## config.mk

```make
export PLATFORM = sky130hd
export DESIGN_NAME = rsq_read_seq
export DESIGN_NICKNAME = d
export VERILOG_FILES = /design/src/rtl/rsq_pkg.sv /design/src/rtl/rsq_lat_calc.sv /design/src/rtl/rsq_slot_line.sv /design/src/rtl/rsq_read_seq.sv
export SDC_FILE = /design/constraint.sdc
export NUM_CORES = 1
export LEC_CHECK = 0
export BUFFER_PORTS_ARGS = -buffer_cell sky130_fd_sc_hd__buf_2
export CAP_MARGIN = 20
export CORE_MARGIN = 10
export CORE_UTILIZATION = 50
export DETAILED_ROUTE_END_ITERATION = 6
export MAX_ROUTING_LAYER = met4
export PLACE_DENSITY = 0.73
export RECOVER_POWER = 25
export SLEW_MARGIN = 20
export SYNTH_ARGS = -nofsm -noshare
export SYNTH_HDL_FRONTEND = slang
export SYNTH_SLANG_ARGS = --single-unit
export TNS_END_PERCENT = 20
```

## constraint.sdc

```tcl
create_clock -name clk -period 6 [get_ports clk]
set_clock_uncertainty 0.05 [all_clocks]
set_input_delay 1.2 -clock clk [delete_from_list [all_inputs] [get_ports clk]]
set_output_delay 1.2 -clock clk [all_outputs]
set_load 0.02 [all_outputs]
```

## src/rtl/rsq_pkg.sv

```systemverilog
package rsq_pkg;

  localparam int unsigned RSQ_TAG_W  = 4;
  localparam int unsigned RSQ_BANK_W = 3;
  localparam int unsigned RSQ_COL_W  = 10;

  // one future clock of the expected data bus
  typedef struct packed {
    logic                  vld;
    logic                  last;
    logic [2:0]            beat;
    logic [RSQ_TAG_W-1:0]  tag;
    logic [RSQ_BANK_W-1:0] bank;
    logic [RSQ_COL_W-1:0]  col;
  } rsq_slot_t;

endpackage

```

## src/rtl/rsq_lat_calc.sv

```systemverilog
module rsq_lat_calc #(
  parameter int unsigned CL_W = 3,
  parameter int unsigned AL_W = 3,
  parameter int unsigned RL_W = 4
) (
  input  logic [CL_W-1:0] cas_lat,
  input  logic [AL_W-1:0] add_lat,
  input  logic            bl8,
  output logic [RL_W-1:0] rd_lat,
  output logic [2:0]      burst_clks
);

  always_comb begin
    rd_lat     = RL_W'(cas_lat) + RL_W'(add_lat);
    burst_clks = bl8 ? 3'd4 : 3'd2;
  end

endmodule

```

## src/rtl/rsq_slot_line.sv

```systemverilog
module rsq_slot_line
  import rsq_pkg::*;
#(
  parameter int unsigned DEPTH = 17,
  parameter int unsigned IDX_W = 5
) (
  input  logic             clk,
  input  logic             rst,
  input  logic             load,
  input  logic [IDX_W-1:0] load_lo,
  input  logic [2:0]       load_n,
  input  rsq_slot_t        load_data,
  output rsq_slot_t        head
);

  rsq_slot_t slot_q [DEPTH];

  for (genvar i = 0; i < DEPTH; i++) begin : g_slot
    rsq_slot_t shifted;
    rsq_slot_t fresh;
    int        offs;
    logic      hit;

    if (i == DEPTH - 1) begin : g_end
      assign shifted = '0;
    end else begin : g_mid
      assign shifted = slot_q[i+1];
    end

    always_comb begin
      offs       = i - int'(load_lo);
      hit        = load && (offs >= 0) && (offs < int'(load_n));
      fresh      = load_data;
      fresh.vld  = 1'b1;
      fresh.beat = 3'(2 * offs);
      fresh.last = (offs == int'(load_n) - 1);
    end

    // newer read wins any slot it covers: this is the truncation point
    always_ff @(posedge clk) begin
      if (rst)      slot_q[i] <= '0;
      else if (hit) slot_q[i] <= fresh;
      else          slot_q[i] <= shifted;
    end
  end

  assign head = slot_q[0];

  AST_LOAD_FITS: assert property (@(posedge clk) disable iff (rst)
    load |-> (int'(load_lo) + int'(load_n) <= int'(DEPTH)));

endmodule

```

## src/rtl/rsq_read_seq.sv

```systemverilog
module rsq_read_seq
  import rsq_pkg::*;
#(
  parameter int unsigned CL_W = 3,
  parameter int unsigned AL_W = 3
) (
  input  logic                  clk,
  input  logic                  rst,
  input  logic [CL_W-1:0]       cfg_cas_lat,
  input  logic [AL_W-1:0]       cfg_add_lat,
  input  logic                  cfg_bl8,
  input  logic                  rd_valid,
  input  logic [RSQ_TAG_W-1:0]  rd_tag,
  input  logic [RSQ_BANK_W-1:0] rd_bank,
  input  logic [RSQ_COL_W-1:0]  rd_col,
  input  logic                  rd_ap,
  output logic                  out_valid,
  output logic                  out_last,
  output logic [2:0]            out_beat,
  output logic [RSQ_TAG_W-1:0]  out_tag,
  output logic [RSQ_BANK_W-1:0] out_bank,
  output logic [RSQ_COL_W-1:0]  out_col
);

  localparam int unsigned RL_W   = ((CL_W > AL_W) ? CL_W : AL_W) + 1;
  localparam int unsigned MAX_RL = ((1 << CL_W) - 1) + ((1 << AL_W) - 1);
  localparam int unsigned DEPTH  = MAX_RL + 3;
  localparam int unsigned IDX_W  = $clog2(DEPTH);

  logic [RL_W-1:0]  rd_lat;
  logic [2:0]       burst_clks;
  logic [IDX_W-1:0] load_lo;
  rsq_slot_t        cmd_data;
  rsq_slot_t        head;
  rsq_slot_t        out_q;

  rsq_lat_calc #(.CL_W(CL_W), .AL_W(AL_W), .RL_W(RL_W)) u_lat (
    .cas_lat    (cfg_cas_lat),
    .add_lat    (cfg_add_lat),
    .bl8        (cfg_bl8),
    .rd_lat     (rd_lat),
    .burst_clks (burst_clks)
  );

  // the output register adds one clock, so the first pair lands at RL-1
  assign load_lo = IDX_W'(rd_lat - RL_W'(1));

  always_comb begin
    cmd_data      = '0;
    cmd_data.tag  = rd_tag;
    cmd_data.bank = rd_bank;
    cmd_data.col  = rd_col;
  end

  rsq_slot_line #(.DEPTH(DEPTH), .IDX_W(IDX_W)) u_line (
    .clk       (clk),
    .rst       (rst),
    .load      (rd_valid),
    .load_lo   (load_lo),
    .load_n    (burst_clks),
    .load_data (cmd_data),
    .head      (head)
  );

  always_ff @(posedge clk) begin
    if (rst) out_q <= '0;
    else     out_q <= head;
  end

  assign out_valid = out_q.vld;
  assign out_last  = out_q.last;
  assign out_beat  = out_q.beat;
  assign out_tag   = out_q.tag;
  assign out_bank  = out_q.bank;
  assign out_col   = out_q.col;

  AST_RESET_IDLE: assert property (@(posedge clk)
    $past(rst) |-> !out_valid);
  AST_CL_MIN: assert property (@(posedge clk) disable iff (rst)
    rd_valid |-> (cfg_cas_lat >= CL_W'(2)));
  AST_BEAT_EVEN: assert property (@(posedge clk) disable iff (rst)
    out_valid |-> (out_beat[0] == 1'b0));
  AST_LAST_POS: assert property (@(posedge clk) disable iff (rst)
    (out_valid && out_last) |-> (out_beat == 3'd2 || out_beat == 3'd6));
  AST_BURST_ORDER: assert property (@(posedge clk) disable iff (rst)
    (out_valid && out_beat != 3'd0) |->
      ($past(out_valid) && $past(out_tag) == out_tag &&
       $past(out_bank) == out_bank && $past(out_beat) + 3'd2 == out_beat));
  AST_CMD_SPACING: assert property (@(posedge clk) disable iff (rst)
    rd_valid |=> !rd_valid);
  AST_CUT_AT_TWO: assert property (@(posedge clk) disable iff (rst)
    ($past(rd_valid, 3) && $past(cfg_bl8, 3)) |-> !rd_valid);
  AST_AP_NOT_CUT: assert property (@(posedge clk) disable iff (rst)
    ($past(rd_valid, 2) && $past(rd_ap, 2) && $past(cfg_bl8, 2)) |-> !rd_valid);

endmodule

```

==> reports/results.md <==
Critical path
* CP arrival: 4.72 ns
* cell count along the critical path: 17
* Largest stage delay, worst path: 0.57 ns
* worst-path fanout max: 13
* Required @ worst endpoint: 6.24 ns
* critical path cell sequence: buf_2 -> inv_1 -> ha_1 -> inv_1 -> ha_1 -> inv_1 -> fa_1 -> inv_1 -> ha_1 -> inv_1 -> ha_1 -> nor2b_1 -> or4b_1 -> nor2_1 -> nor2_1 -> buf_4 -> a32o_1
* element type at the critical path end: register
* number of buffer and inverter stages on the critical path: 7
* startpoint type of the worst setup path: input port
* critical path's most frequent cell: sky130_fd_sc_hd__inv_1
* slowest stage cell on the critical path: sky130_fd_sc_hd__fa_1
* logic depth of the worst register-to-register path: 2
* category of the most critical setup path: input port to register
* beginning of the worst register-to-register path: u_line.slot_q[11][1]
* critical path's top delay family: adder cells
* start point of the critical path: cfg_cas_lat[1]

Synth
* Yosys Warn Count: 0
* post-synth cell types: 55
* dominant cell type by area after synthesis: sky130_fd_sc_hd__edfxtp_1
* proportion of netlist area held by the largest area contributor: 66.49%
* average cell area after synthesis: 14.47 um2
* fraction of synthesis flops using an asynchronous set or reset pin: 0%
* predominant post-synthesis flop cell: sky130_fd_sc_hd__edfxtp_1
* largest cells by area after synthesis: sky130_fd_sc_hd__edfxtp_1 (66%), sky130_fd_sc_hd__a22o_1 (15%), sky130_fd_sc_hd__dfxtp_1 (2.6%)
* number of flops mapped to enable cells by yosys: 357
* number of synthesized register bits: 378
* Netlist Area Pre-Place: 16120 um2
* sequential cell area fraction in the yosys report: 69.09%
* number of instances in the synthesized netlist: 1114

Global routing
* global-route wire length before repair: 48.57 mm
* maximum number of pins on one net before global-route repair: 59
* remaining global-route overflow: 0
* initial antenna violation count: 0
* number of global-route vias before repair: 9782
* overall track demand over capacity in global routing: 15.75%

Power and ir drop
* Comb power frac: 12.5%
* switching fraction of total power: 23.93%
* clock network fraction of total power: 37.7%
* total net switching power: 1549 uW
* leakage dissipation: 0.008092 uW
* internal cell power: 4924 uW
* Cell Pwr Density: 334.5 nW/um2
* Flop pwr share: 49.7%
* peak ir drop on the vdd network: 233.8 uV

Clock tree
* maximum buffer depth of the clock tree: 3
* number of H-tree levels: 2
* number of clock sinks: 378
* Skew-Pair Late Insertion Delay: 0.54 ns
* post-CTS resize count: 0
* buffers inserted by post-CTS timing repair: 0
* number of hold buffers added after cts: 0
* clock transition at the registers of the reported paths: 0.06 ns
* TritonCTS clock tree: built
* root buffer selected by CTS: sky130_fd_sc_hd__clkbuf_16
* TritonCTS Buffers: 40

Floorplan
* Initial Utilization: 50.84%
* full die area: 39830 um2
* site row count: 65
* ports placed on the boundary: 50
* Chip Height: 199.6 um
* Horiz. Die Dim: 199.6 um
* Std-Cell Core Area: 31720 um2

Placed design
* HPWL after detailed placement: 21.28 mm
* post-place instance area: 18080 um2
* number of input and output port buffers inserted: 47
* routability cong.: 0.8976
* pre-CTS WS: 1.022 ns

Worst hold path
* worst hold path class: register to register
* cell depth of the worst hold path: 1
* hold path startpoint: u_line.slot_q[0][12]

Timing
* final total negative setup slack: 0 ns
* time the worst path needs with I/O delays and setup: 4.481 ns
* Pins Over Slew Limit: 38
* final setup violating endpoints: 0
* period utilisation layout: 74.68%
* final hold violations: 0
* actual slew at the worst max-slew pin: 1.675 ns
* final worst slack: 1.519 ns
* worst hold slack across all endpoints: 0.3973 ns
* setup repair after global routing missed its margin: no
* max frequency: 223.2 MHz
* Max-slew headroom: -11.64%

Flow run
* max-capacitance violation count: 1

Final layout
* fraction of layout instances using a drive strength above 1: 8.641%
* Layout Cell Area excl Fill: 19350 um2
* fraction of the core area covered by cells at the end of the flow: 61.01%
* number of nets in the finished design: 1540
* antenna diode instance count: 0
* area of the multi-input gates: 5796 um2
* sequential cell area in the final layout: 11140 um2
* number of fillers in the final layout: 2483
* leading cell types in the layout, fill and taps excluded: sky130_fd_sc_hd__conb_1 (358), sky130_fd_sc_hd__edfxtp_1 (357), sky130_fd_sc_hd__a22o_1 (273)
* Layout area overhead: 20.02%
* most frequent standard cell in the layout excluding fill and tap cells: sky130_fd_sc_hd__conb_1

Routing
* Pre-antenna DRT Iters: 4
* drt wl/cell: 15.66 um
* post-detailed-route DRC marker count: 0
* total length of routed wires: 30.03 mm
* vias after detailed routing: 9678
* remaining antenna violation count: 0
* Iter 0 DRT Violations: 656
* via-per-instance ratio: 5.046

Outcome
* violations in the final reports: max-capacitance violations, max-slew violations
* outcome: finished with violations

[path summary, 6_finish.rpt]
check             slack [ns]              endpoint
hold / removal          0.40           out_bank[2]
setup / recovery        1.52  u_line.slot_q[5][20]
hold reg to reg         0.40           out_bank[2]
setup reg to reg        5.06  u_line.slot_q[10][1]
[power by group through the flow]
stage,combinational (uW),sequential (uW),clock (uW)
final,810,3220,2440
after global routing,901,3240,2590
after CTS,804,3220,2490
after detailed placement,799,3280,0
after global placement,771,3260,0
after floorplan,580,3270,0
[cells in the mapped netlist, drive strengths merged, types with 2 or more instances]
| library cell | count |
|---|---|
| or4 | 2 |
| a21o | 2 |
| a31o | 2 |
| nor2 | 82 |
| or3 | 2 |
| a2111oi | 2 |
| and3 | 2 |
| o211a | 2 |
| nand3 | 4 |
| and2 | 25 |
| edfxtp | 357 |
| inv | 30 |
| a31oi | 4 |
| nor3 | 9 |
| ha | 26 |
| clkbuf | 81 |
| a211oi | 2 |
| conb | 2 |
| nand2b | 7 |
| nor2b | 22 |
| dfxtp | 21 |
| a22o | 273 |
| a32o | 3 |
| nand2 | 44 |
| a21oi | 26 |
| mux2i | 23 |
| buf | 32 |
| o211ai | 3 |
| nor4 | 3 |
| xor2 | 2 |
| o21ai | 4 |
[area by class of cell]
type,count,area share [%]
Inverter,30,0.5819
Clock inverter,18,0.9375
Clock buffer,55,5.838
Multi-Input combinational cell,949,29.95
Tap cell,402,2.599
Timing Repair Buffer,86,2.528
Sequential cell,378,57.57
[kinds of logic (layout without fill, tap and decap cells)]
logic type / Yosys count / after routing / synth area share, %
other: 2 / 358 / 0.04658
muxes: 23 / 23 / 1.428
DFF: 378 / 378 / 69.09
and+or+nand+nor: 208 / 208 / 6.247
buffers and inverters: 143 / 189 / 3.523
xor gates and xnor gates: 4 / 4 / 0.3104
AOI/OAI and AO/OA: 329 / 329 / 17.21
adders and majority gates: 27 / 27 / 2.142
[metal layers]
layer | vias up | global-route usage (%) | routed length [um]
li1 | 4702 | - | -
met1 | 4738 | 19.08 | 13090
met2 | 183 | 26.55 | 14770
met3 | 55 | 3.061 | 1606
met5 | - | - | 0
met4 | 0 | 4.262 | 559
[state kept, by name (all words and copies together), names as in the netlist]
signal         flops
out_valid          1
out_beat           2
out_last           1
out_bank           3
out_col           10
u_line.slot_q    357
out_tag            4
[per-stage QoR]
stage / std cells / power, uW
after floorplan: 1470 / 3846
after global placement: 1845 / 4033
after detailed placement: 1845 / 4074
after CTS: 1918 / 6514
after global routing: 1918 / 6734
final: 1918 / 6472
No activity file was read; power rests on OpenSTA's default activity.
